### src/rtl/pwm_quad_pkg.sv
// Shared constants, types and the divider code table for the PWM group.
package pwm_quad_pkg;
    localparam int NUM_CH   = 4;
    localparam int NUM_PAIR = NUM_CH / 2;
    localparam int SEL_W    = 3;
    localparam int ADDR_W   = 4;

    localparam logic [ADDR_W-1:0] A_PSC_LO   = 4'd0;
    localparam logic [ADDR_W-1:0] A_PSC_HI   = 4'd1;
    localparam logic [ADDR_W-1:0] A_DIVSEL   = 4'd2;
    localparam logic [ADDR_W-1:0] A_CTRL     = 4'd3;
    localparam logic [ADDR_W-1:0] A_IRQ_EN   = 4'd4;
    localparam logic [ADDR_W-1:0] A_IRQ_CLR  = 4'd5;
    localparam int                A_PER_BASE = 8;

    typedef enum logic { ALIGN_EDGE = 1'b0, ALIGN_CENTER = 1'b1 } align_e;
    typedef enum logic { EVT_BOTTOM = 1'b0, EVT_MATCH = 1'b1 } evt_src_e;

    // Terminal count (ratio minus one) for a divider select code.
    function automatic logic [3:0] div_last(input logic [SEL_W-1:0] sel);
        case (sel)
            3'd0:    div_last = 4'd1;
            3'd1:    div_last = 4'd3;
            3'd2:    div_last = 4'd7;
            3'd3:    div_last = 4'd15;
            default: div_last = 4'd0;
        endcase
    endfunction
endpackage

### src/rtl/pwm_prescaler.sv
// Shared pair prescaler: emits one tick every psc+1 clocks; psc==0 halts it.
// Assumes psc may change at any time; a count past the new limit wraps at once.
module pwm_prescaler #(
    parameter int PSC_W = 8
) (
    input  logic             clk,
    input  logic             rst_n,
    input  logic [PSC_W-1:0] psc,
    output logic             tick
);
    logic [PSC_W-1:0] pc_q;

    assign tick = (psc != '0) && (pc_q >= psc);

    // Free-running clock counter, cleared on tick or while halted.
    always_ff @(posedge clk) begin
        if (!rst_n)            pc_q <= '0;
        else if (psc == '0)    pc_q <= '0;
        else if (tick)         pc_q <= '0;
        else                   pc_q <= pc_q + 1'b1;
    end

    a_r2_tick_gap: assert property (@(posedge clk) disable iff (!rst_n)
        tick |=> !tick);
    a_r2_zero_halts: assert property (@(posedge clk) disable iff (!rst_n)
        (psc == '0) |=> (pc_q == '0));
endmodule

### src/rtl/pwm_divider.sv
// Per-channel divider: passes every N-th prescaler tick, N from the select code.
// Assumes clr is held while the channel is stopped so each run starts aligned.
module pwm_divider import pwm_quad_pkg::*; (
    input  logic             clk,
    input  logic             rst_n,
    input  logic             clr,
    input  logic [SEL_W-1:0] sel,
    input  logic             in_tick,
    output logic             out_tick
);
    logic [3:0] dc_q;

    assign out_tick = in_tick && (dc_q >= div_last(sel));

    // Count prescaler ticks, restarting after each passed tick.
    always_ff @(posedge clk) begin
        if (!rst_n || clr)  dc_q <= '0;
        else if (in_tick)   dc_q <= out_tick ? 4'd0 : dc_q + 4'd1;
    end

    a_r3_clear_restarts: assert property (@(posedge clk) disable iff (!rst_n)
        clr |=> (dc_q == '0));
endmodule

### src/rtl/pwm_channel.sv
// One PWM channel: double-buffered period/compare, edge or center counter,
// raw output and single-cycle period events. Assumes tick is a one-cycle pulse.
module pwm_channel import pwm_quad_pkg::*; #(
    parameter int CNT_W = 16
) (
    input  logic             clk,
    input  logic             rst_n,
    input  logic             run,
    input  align_e           align,
    input  logic             tick,
    input  logic [CNT_W-1:0] sh_per,
    input  logic [CNT_W-1:0] sh_cmp,
    output logic             pwm_raw,
    output logic             ev_bottom,
    output logic             ev_match
);
    logic [CNT_W-1:0] cnt_q, cnt_d, per_q, cmp_q;
    logic             up_q, up_d, load;

    // Next counter state, direction, buffer load and events.
    always_comb begin
        cnt_d     = cnt_q;
        up_d      = up_q;
        load      = 1'b0;
        ev_bottom = 1'b0;
        ev_match  = 1'b0;
        if (!run) begin
            load  = 1'b1;
            up_d  = 1'b1;
            cnt_d = (align == ALIGN_CENTER) ? '0 : sh_per;
        end else if (tick) begin
            if (align == ALIGN_EDGE) begin
                ev_match = (per_q != '0) && (cnt_q == per_q);
                if (cnt_q == '0) begin
                    load      = 1'b1;
                    cnt_d     = sh_per;
                    ev_bottom = (per_q != '0);
                end else begin
                    cnt_d = cnt_q - 1'b1;
                end
            end else if (per_q == '0) begin
                load  = 1'b1;
                up_d  = 1'b1;
                cnt_d = '0;
            end else if (up_q) begin
                if (cnt_q == per_q) begin
                    ev_match = 1'b1;
                    up_d     = 1'b0;
                    cnt_d    = cnt_q - 1'b1;
                end else begin
                    cnt_d = cnt_q + 1'b1;
                end
            end else if (cnt_q == '0) begin
                load      = 1'b1;
                up_d      = 1'b1;
                ev_bottom = 1'b1;
                cnt_d     = (sh_per != '0) ? CNT_W'(1) : '0;
            end else begin
                cnt_d = cnt_q - 1'b1;
            end
        end
    end

    // Counter, direction and working period/compare registers.
    always_ff @(posedge clk) begin
        if (!rst_n) begin
            cnt_q <= '0;
            up_q  <= 1'b1;
            per_q <= '0;
            cmp_q <= '0;
        end else begin
            cnt_q <= cnt_d;
            up_q  <= up_d;
            if (load) begin
                per_q <= sh_per;
                cmp_q <= sh_cmp;
            end
        end
    end

    assign pwm_raw = run && (per_q != '0) && (cnt_q <= cmp_q);

    a_r4_cnt_in_range: assert property (@(posedge clk) disable iff (!rst_n)
        cnt_q <= per_q);
    a_r8_hold_buffers: assert property (@(posedge clk) disable iff (!rst_n)
        (run && !tick) |=> ($stable(per_q) && $stable(cmp_q)));
    a_r5_turns_at_top: assert property (@(posedge clk) disable iff (!rst_n)
        (run && tick && align == ALIGN_CENTER && up_q && per_q != '0 && cnt_q == per_q)
        |=> !up_q);
    a_r9_zero_quiet: assert property (@(posedge clk) disable iff (!rst_n)
        (per_q == '0) |-> (!ev_bottom && !ev_match));
    a_r6_stopped_low: assert property (@(posedge clk) disable iff (!rst_n)
        !run |-> !pwm_raw);
endmodule

### src/rtl/pwm_quad_timer.sv
// Four-channel prescaled PWM group with a single-cycle register write port.
// Holds the register file and sticky flags; assumes wr_* are synchronous to clk.
module pwm_quad_timer import pwm_quad_pkg::*; #(
    parameter int CNT_W = 16,
    parameter int PSC_W = 8
) (
    input  logic              clk,
    input  logic              rst_n,
    input  logic              wr_en,
    input  logic [ADDR_W-1:0] wr_addr,
    input  logic [CNT_W-1:0]  wr_data,
    output logic [NUM_CH-1:0] pwm_out,
    output logic [NUM_CH-1:0] irq_flag
);
    localparam int INV_LSB = NUM_CH;
    localparam int ALN_LSB = 2 * NUM_CH;
    localparam int SRC_LSB = 2 * NUM_CH + NUM_PAIR;

    logic [PSC_W-1:0]        psc_q  [NUM_PAIR];
    logic [SEL_W*NUM_CH-1:0] sel_q;
    logic [NUM_CH-1:0]       run_q, inv_q, ien_q, clr, set;
    logic [NUM_PAIR-1:0]     aln_q, src_q, ptick;

    // Shared configuration registers.
    always_ff @(posedge clk) begin
        if (!rst_n) begin
            sel_q <= '0;
            run_q <= '0;
            inv_q <= '0;
            aln_q <= '0;
            src_q <= '0;
            ien_q <= '0;
        end else if (wr_en) begin
            if (wr_addr == A_DIVSEL) sel_q <= wr_data[SEL_W*NUM_CH-1:0];
            if (wr_addr == A_IRQ_EN) ien_q <= wr_data[NUM_CH-1:0];
            if (wr_addr == A_CTRL) begin
                run_q <= wr_data[NUM_CH-1:0];
                inv_q <= wr_data[INV_LSB +: NUM_CH];
                aln_q <= wr_data[ALN_LSB +: NUM_PAIR];
                src_q <= wr_data[SRC_LSB +: NUM_PAIR];
            end
        end
    end

    assign clr = (wr_en && wr_addr == A_IRQ_CLR) ? wr_data[NUM_CH-1:0] : '0;

    // Sticky period-event flags; a set beats a clear in the same cycle.
    always_ff @(posedge clk) begin
        if (!rst_n) irq_flag <= '0;
        else        irq_flag <= (irq_flag & ~clr) | set;
    end

    for (genvar p = 0; p < NUM_PAIR; p++) begin : g_pair
        localparam logic [ADDR_W-1:0] A_PSC = ADDR_W'(p);

        // Prescaler value of this pair.
        always_ff @(posedge clk) begin
            if (!rst_n)                         psc_q[p] <= '0;
            else if (wr_en && wr_addr == A_PSC) psc_q[p] <= wr_data[PSC_W-1:0];
        end

        pwm_prescaler #(.PSC_W(PSC_W)) u_psc (
            .clk  (clk),
            .rst_n(rst_n),
            .psc  (psc_q[p]),
            .tick (ptick[p])
        );
    end

    for (genvar c = 0; c < NUM_CH; c++) begin : g_ch
        localparam logic [ADDR_W-1:0] A_PER = ADDR_W'(A_PER_BASE + 2 * c);
        localparam logic [ADDR_W-1:0] A_CMP = ADDR_W'(A_PER_BASE + 2 * c + 1);
        localparam int                PAIR  = c / 2;

        logic [CNT_W-1:0] sh_per_q, sh_cmp_q;
        logic             dtick, raw, ev_b, ev_m;
        align_e           aln;
        evt_src_e         src;

        // Shadow period and compare registers.
        always_ff @(posedge clk) begin
            if (!rst_n) begin
                sh_per_q <= '0;
                sh_cmp_q <= '0;
            end else if (wr_en) begin
                if (wr_addr == A_PER) sh_per_q <= wr_data;
                if (wr_addr == A_CMP) sh_cmp_q <= wr_data;
            end
        end

        assign aln = align_e'(aln_q[PAIR]);
        assign src = evt_src_e'(src_q[PAIR]);

        pwm_divider u_div (
            .clk     (clk),
            .rst_n   (rst_n),
            .clr     (!run_q[c]),
            .sel     (sel_q[SEL_W*c +: SEL_W]),
            .in_tick (ptick[PAIR]),
            .out_tick(dtick)
        );

        pwm_channel #(.CNT_W(CNT_W)) u_chan (
            .clk      (clk),
            .rst_n    (rst_n),
            .run      (run_q[c]),
            .align    (aln),
            .tick     (dtick),
            .sh_per   (sh_per_q),
            .sh_cmp   (sh_cmp_q),
            .pwm_raw  (raw),
            .ev_bottom(ev_b),
            .ev_match (ev_m)
        );

        assign set[c]     = ien_q[c] && ((src == EVT_MATCH) ? ev_m : ev_b);
        assign pwm_out[c] = raw ^ inv_q[c];

        a_r11_sticky: assert property (@(posedge clk) disable iff (!rst_n)
            (irq_flag[c] && !clr[c]) |=> irq_flag[c]);
        a_r11_gated: assert property (@(posedge clk) disable iff (!rst_n)
            (!ien_q[c] && !irq_flag[c]) |=> !irq_flag[c]);
        a_r7_inverted_idle: assert property (@(posedge clk) disable iff (!rst_n)
            (!run_q[c] && inv_q[c]) |-> pwm_out[c]);
    end
endmodule

### config.mk
export PLATFORM = sky130hd
export DESIGN_NAME = pwm_quad_timer
export DESIGN_NICKNAME = d
export VERILOG_FILES = /design/src/rtl/pwm_quad_pkg.sv /design/src/rtl/pwm_prescaler.sv /design/src/rtl/pwm_divider.sv /design/src/rtl/pwm_channel.sv /design/src/rtl/pwm_quad_timer.sv
export SDC_FILE = /design/constraint.sdc
export NUM_CORES = 1
export LEC_CHECK = 0
export BUFFER_PORTS_ARGS = -buffer_cell sky130_fd_sc_hd__buf_4
export CAP_MARGIN = 10
export CORE_UTILIZATION = 55
export DETAILED_ROUTE_END_ITERATION = 7
export PLACE_DENSITY = 0.76
export SETUP_SLACK_MARGIN = 0.15
export SYNTH_ARGS = -nofsm -noshare
export SYNTH_HDL_FRONTEND = slang
export SYNTH_SLANG_ARGS = --single-unit
### constraint.sdc
create_clock -name clk -period 2.6 [get_ports clk]
set_clock_uncertainty 0.15 [all_clocks]
set_input_delay 0.52 -clock clk [delete_from_list [all_inputs] [get_ports clk]]
set_output_delay 0.52 -clock clk [all_outputs]
set_load 0.01 [all_outputs]
==> run summary, run 1 <==
Tot Pwr = 15300 uW
most common cell after layout, fill and taps aside = nand2_1
maximum clock path buffer count = 3
post-synthesis sequential area ratio = 0.353
cells along the critical path = ha_1 > a21oi_1 > o21ai_1 > a211o_1 > a21oi_2 > xor2_1 > buf_4
post-synth top area share = 0.332
I/O Buffers = 30
final hold slack = 141 ps
PD cells = 487 nW/um2
initial antenna violation count = 2
final worst setup slack = -820 ps
FILL cells = 2839
Final Util = 0.746
Worst-path clk slew = 60 ps
DRT iter0 DRCs = 2491
largest stage delay on the critical path = 620 ps
share of cells above drive strength 1 = 0.299
yosys warns = 0
Max Slew Vio Count = 0
CP Capture Point = pwm_out[1]
synth unique cells = 91
GRT Resource Usage Total = 0.381
reg2reg path depth = 12
ANT cells = 0
gr ovfl total = 0
Reg-to-Reg End = g_ch[3].u_chan.cnt_q[14]$_SDFFE_PN0P_
H-tree depth = 2
Die W = 208 um
Worst Path Required = 1930 ps
Peak VDD IR = 0.000561 V
Root Buffer = clkbuf_16
first-pass GRT wire length = 131 mm
worst min path class = input pin to flop
largest net degree at the start of global routing = 49
leak pwr = 0.0128 uW
Pre-antenna DRT Iters = 5
gpl congestion = 0.990
clk_lat worst skew = 590 ps
CTS tree = built
ys flop type = dfxtp_1
vias in the first global route = 23800
vias per cell = 6.42
critical path class = flop to primary output
Crit. Startpoint = g_ch[1].u_chan.cnt_q[7]$_SDFFE_PN0P_
Max Fclk = 292 MHz
unrepaired setup endpoints after global routing = true
Total Wirelength = 87.7 mm
number of synthesized flops with an enable pin = 16
Post-Syn Nets = 3062
Via Count = 24400
P&R area growth vs syn = 34.0%
post-layout instance area = 31300 um2
die area = 43300 um2
Synth async-reset ratio = 0
DP Area = 26200 um2
setup slack, reg-to-reg = -270 ps
Mapped Area = 23400 um2
Num CTS Buffers = 44
Syn Inst Count = 2925
WL per Instance = 23.1 um
initial core utilization = 0.557
Hold-fix buffers, CTS = 0
Slew headroom = 0.546
failing checks = negative setup slack
IO Count = 31
dpl hpwl = 55.6 mm
top post-synthesis cells by area = dfxtp_1 (33%), nand2_1 (7.5%), ha_1 (6.1%), a21oi_1 (5.7%), mux2i_1 (5.6%)
# DRC = 0
worst slew pin tran = 679 ps
# clock sinks = 404
status = finished with violations
nets = 3362
Final Setup Violations = 136
commonest cells after routing, fill and taps aside = nand2_1 (413), buf_4 (354), dfxtp_1 (329), nor2_1 (227), a21oi_1 (214)
Routed Antenna Nets = 0
CP Launch Type = flop
CP Capture Type = primary output
Final min period = 3420 ps
Syn Area/Cell = 7.99 um2
Synth Register Bits = 404
crit path max fanout = 5
Core Area = 41900 um2
Critical R2R Launch = psc_q[1][0]$_SDFFCE_PN0P_
Tcrit/Tclk final = 1.32
Yosys top cell by area = dfxtp_1
crit path DAT = 2750 ps
critical path's slowest cell = dfxtp_1
Die H = 208 um
Core Rows = 75
# Max-Cap Violations = 0
Final Hold Violating Endpoints = 0
layout make-up:
class | count | area, um2 | share of cell area
clock buffers | 62 | 1230 | 0.0393
clock inverters | 19 | 200 | 0.00639
inverters | 122 | 475 | 0.0152
multi-input cells | 2186 | 16000 | 0.510
flip-flops and latches | 404 | 8330 | 0.266
well taps | 539 | 674 | 0.0215
repair buffers | 467 | 4410 | 0.141
worst min path at each step:
stage,depth (start not counted),startpoint,end
CTS,3,wr_data[15],g_ch[2].sh_cmp_q[15]$_SDFFE_PN0P_
global route,3,wr_data[15],g_ch[2].sh_per_q[15]$_SDFFE_PN0P_
detailed placement,2,g_ch[1].u_chan.cmp_q[4]$_SDFFE_PN0P_,g_ch[1].u_chan.cmp_q[4]$_SDFFE_PN0P_
finish,3,wr_data[15],g_ch[2].sh_cmp_q[15]$_SDFFE_PN0P_
floorplan,1,g_pair[0].u_psc.pc_q[0]$_SDFF_PP0_,g_pair[0].u_psc.pc_q[0]$_SDFF_PP0_
global placement,2,g_ch[0].sh_cmp_q[4]$_SDFFE_PN0P_,g_ch[0].sh_cmp_q[4]$_SDFFE_PN0P_
worst max-delay path: cells and delay by family, from the launching register on:
family          cells  cell delay [ps]
fa+ha+maj           1              340
flops               1              620
xor+xnor            1              240
compound gates      4              800
buf+inv             1              160
repair_timing:
| item | CTS | global route |
|---|---|---|
| pin swaps | 192 | 116 |
| setup endpoints to repair | 208 | 235 |
| buffers inserted | 54 | 31 |
| resized for setup | 405 | 210 |
| gates cloned | 19 | 1 |
report_power, final:
group          leakage (uW)  switching (uW)  internal, uW  total [uW]
Combinational       0.00874            1440          1080        2510
Clock              0.000698            2710          3630        6340
Sequential          0.00332            94.8          6310        6400
Total                0.0128            4240         11000       15300
stage by stage:
step | instances | setup WS (ps) | TNS [ps]
floorplan | 2925 | -16.9 | -16.9
global placement | 3613 | -262 | -4870
detailed placement | 3613 | -346 | -17290
CTS | 3767 | -703 | -9210
global route | 3799 | -819 | -27940
finish | 3799 | -820 | -16920
routing by layer:
metal	routed length (um)	GRT usage	up-vias	share of wire
met2	39700	0.604	1433	0.45
met1	34100	0.491	11600	0.39
met5	11	0	-	0.00013
met3	9210	0.0779	379	0.10
li1	-	-	10900	-
met4	4710	0.192	2	0.054
logic make-up (layout without fill, tap and decap cells):
group / count (synthesis) / after routing / share of synthesized area
and+or+nand+nor: 1120 / 1121 / 0.225
AOI/OAI and AO/OA: 627 / 627 / 0.172
DFF: 404 / 404 / 0.353
buffers and inverters: 336 / 670 / 0.0591
xor gates and xnor gates: 186 / 186 / 0.0697
muxes: 138 / 138 / 0.0595
adders and majority gates: 114 / 114 / 0.0611
state kept, by name (all words and copies together), names as in the netlist:
register,cells
aln_q,2
g_ch.sh_cmp_q,64
g_ch.sh_per_q,64
g_ch.u_chan.cmp_q,64
g_ch.u_chan.cnt_q,64
g_ch.u_chan.per_q,64
g_ch.u_chan.up_q,4
g_ch.u_div.dc_q,16
g_pair.u_psc.pc_q,16
ien_q,4
inv_q,4
irq_flag,4
psc_q,16
run_q,4
sel_q,12
src_q,2
synth_stat cells, types with 16 or more instances:
| cell | instances |
|---|---|
| inv_1 | 122 |
| nor2_1 | 247 |
| and3_1 | 23 |
| o21ai_0 | 85 |
| and2_1 | 33 |
| nand2_1 | 469 |
| nand3_1 | 74 |
| a21o_1 | 23 |
| edfxtp_1 | 16 |
| o211ai_1 | 33 |
| xor2_1 | 87 |
| xnor2_1 | 99 |
| mux2i_1 | 131 |
| a21oi_1 | 266 |
| a211oi_1 | 24 |
| dfxtp_1 | 388 |
| a31oi_1 | 19 |
| a221oi_1 | 24 |
| ha_1 | 114 |
| nor3_1 | 50 |
| nor4_1 | 56 |
| clkbuf_1 | 166 |
| nand4_1 | 65 |
| buf_2 | 25 |
(Power assumes the default switching activity.)
==> run 2, diff against run 1 <==
--- a/config.mk
+++ b/config.mk
@@ -9,7 +9,7 @@
 export CAP_MARGIN = 10
 export CORE_UTILIZATION = 55
 export DETAILED_ROUTE_END_ITERATION = 7
-export PLACE_DENSITY = 0.76
+export PLACE_DENSITY_LB_ADDON = 0.3
 export SETUP_SLACK_MARGIN = 0.15
 export SYNTH_ARGS = -nofsm -noshare
 export SYNTH_HDL_FRONTEND = slang
==> run 2 against run 1 <==
Largest cell class unchanged. Cell count decreased by 0.63%. Setup slack better by 89 ps. The run still ends with negative setup slack left. Count of clock-buffer cells in the layout down 3. Global-route usage is 0.43 points lower.
==> run summary, run 2 (synthesis results as in run 1) <==
Die W = 208 um
Via Count = 24200
worst slew pin tran = 730 ps
failing checks = negative setup slack
die area = 43300 um2
IO Count = 31
net switching power = 4230 uW
# DRC = 0
# Max-Cap Violations = 0
FILL cells = 2877
Final Hold Violating Endpoints = 0
crit path DAT = 2660 ps
gr ovfl total = 0
Core Area = 41900 um2
unrepaired setup endpoints after global routing = true
commonest cells after routing, fill and taps aside = nand2_1 (408), dfxtp_1 (344), buf_4 (328), nor2_1 (226), a21oi_1 (212)
Tcrit/Tclk final = 1.28
vias in the first global route = 23400
PD cells = 488 nW/um2
Hold-fix buffers, CTS = 0
Die H = 208 um
Fin Setup TNS = -23580 ps
gpl congestion = 0.991
Final Setup Violations = 193
Net Sw Frac = 0.279
CP Capture Type = primary output
H-tree depth = 2
WL per Instance = 22.9 um
Worst-path clk slew = 70 ps
Slew headroom = 0.512
dpl hpwl = 54.3 mm
Num CTS Buffers = 44
CTS tree = built
Total Wirelength = 86.4 mm
register area = 8320 um2
Pre-antenna DRT Iters = 6
Final Util = 0.742
Root Buffer = clkbuf_16
clk_lat worst skew = 590 ps
Peak VDD IR = 0.000607 V
I/O Buffers = 30
Max Fclk = 300 MHz
maximum clock path buffer count = 3
most common cell after layout, fill and taps aside = nand2_1
Routed Antenna Nets = 0
vias per cell = 6.41
first-pass GRT wire length = 129 mm
P&R area growth vs syn = 33.3%
largest net degree at the start of global routing = 89
combinational group share of total power = 0.159
Max Slew Vio Count = 0
Multi-input gate area = 16000 um2
final worst setup slack = -731 ps
leak pwr = 0.0126 uW
CP Launch Type = flop
Final min period = 3330 ps
part of the power in registers = 0.422
Pint = 10900 uW
worst min path class = input pin to flop
Worst Path Required = 1930 ps
clock power share = 0.419
status = finished with violations
initial antenna violation count = 4
Core Rows = 75
# clock sinks = 404
initial core utilization = 0.557
share of cells above drive strength 1 = 0.289
DRT iter0 DRCs = 2572
nets = 3339
critical path class = flop to primary output
crit path max fanout = 3
GRT Resource Usage Total = 0.376
run 2: changes by cell type in the layout (fill, tap and decap cells not counted), moves of 7 or more:
cell,delta
clkbuf_1,-7
buf_4,-26
dfxtp_2,-17
dfxtp_1,+15
run 2: power groups by stage:
| stage | combinational [uW] | clock, uW | sequential, uW |
|---|---|---|---|
| floorplan | 1220 | 0 | 6490 |
| finish | 2420 | 6360 | 6400 |
| global placement | 1910 | 0 | 6530 |
| CTS | 2150 | 6350 | 6390 |
| detailed placement | 1930 | 0 | 6530 |
| global route | 2540 | 6610 | 6410 |
run 2: final timing paths:
check	from	depth (start not counted)	end	slack, ps
hold reg to reg	g_ch[0].sh_cmp_q[11]$_SDFFE_PN0P_	2	g_ch[0].sh_cmp_q[11]$_SDFFE_PN0P_	300
hold / removal	wr_data[12]	3	g_ch[1].sh_per_q[12]$_SDFFE_PN0P_	120
setup reg to reg	psc_q[1][5]$_SDFFCE_PN0P_	11	g_ch[3].u_chan.per_q[13]$_SDFFE_PN0P_	-210
setup / recovery	g_ch[2].u_chan.cnt_q[11]$_SDFFE_PN0P_	8	pwm_out[2]	-730
run 2: per-stage QoR:
stage	total power (uW)	setup slack, ps	hold slack (ps)	std cells	instance area, um2
floorplan	7720	-16.9	269	2925	23600
global placement	8430	-510	291	3594	26100
detailed placement	8460	-553	296	3594	26100
CTS	14900	-775	109	3749	29800
global route	15600	-802	125	3774	31100
finish	15200	-731	119	3775	31100
run 2: timing repair:
item                       in CTS  in global routing
buffers inserted               57                 24
hold endpoints to repair        0                  0
resized for setup             369                228
pin swaps                     189                145
setup endpoints to repair     209                219
cloned                         19                  2
run 2: layer usage:
layer / routed length, um / track usage / share of wire / up-vias
li1: - / - / - / 10900
met1: 33800 / 0.485 / 0.39 / 11500
met2: 39800 / 0.608 / 0.46 / 1454
met3: 8380 / 0.0712 / 0.097 / 368
met4: 4440 / 0.178 / 0.051 / 6
met5: 33 / 0 / 0.00038 / -
run 2: cell type report:
class | instances | area share
tap | 539 | 0.0217
inverter | 122 | 0.0153
antenna | 1 | 0.0000804
clock buffer | 59 | 0.0404
sequential | 404 | 0.267
multi-input combinational | 2186 | 0.513
timing repair buffer | 444 | 0.137
clock inverter | 20 | 0.00571
run 2: critical path, stage by stage, from the launching register on:
cell      delay (ps)
dfxtp_1          370
ha_1             320
nand4_1           90
or2_4            270
or3_4            330
and2_4           180
a221oi_4         280
nand3_4          100
buf_6            140
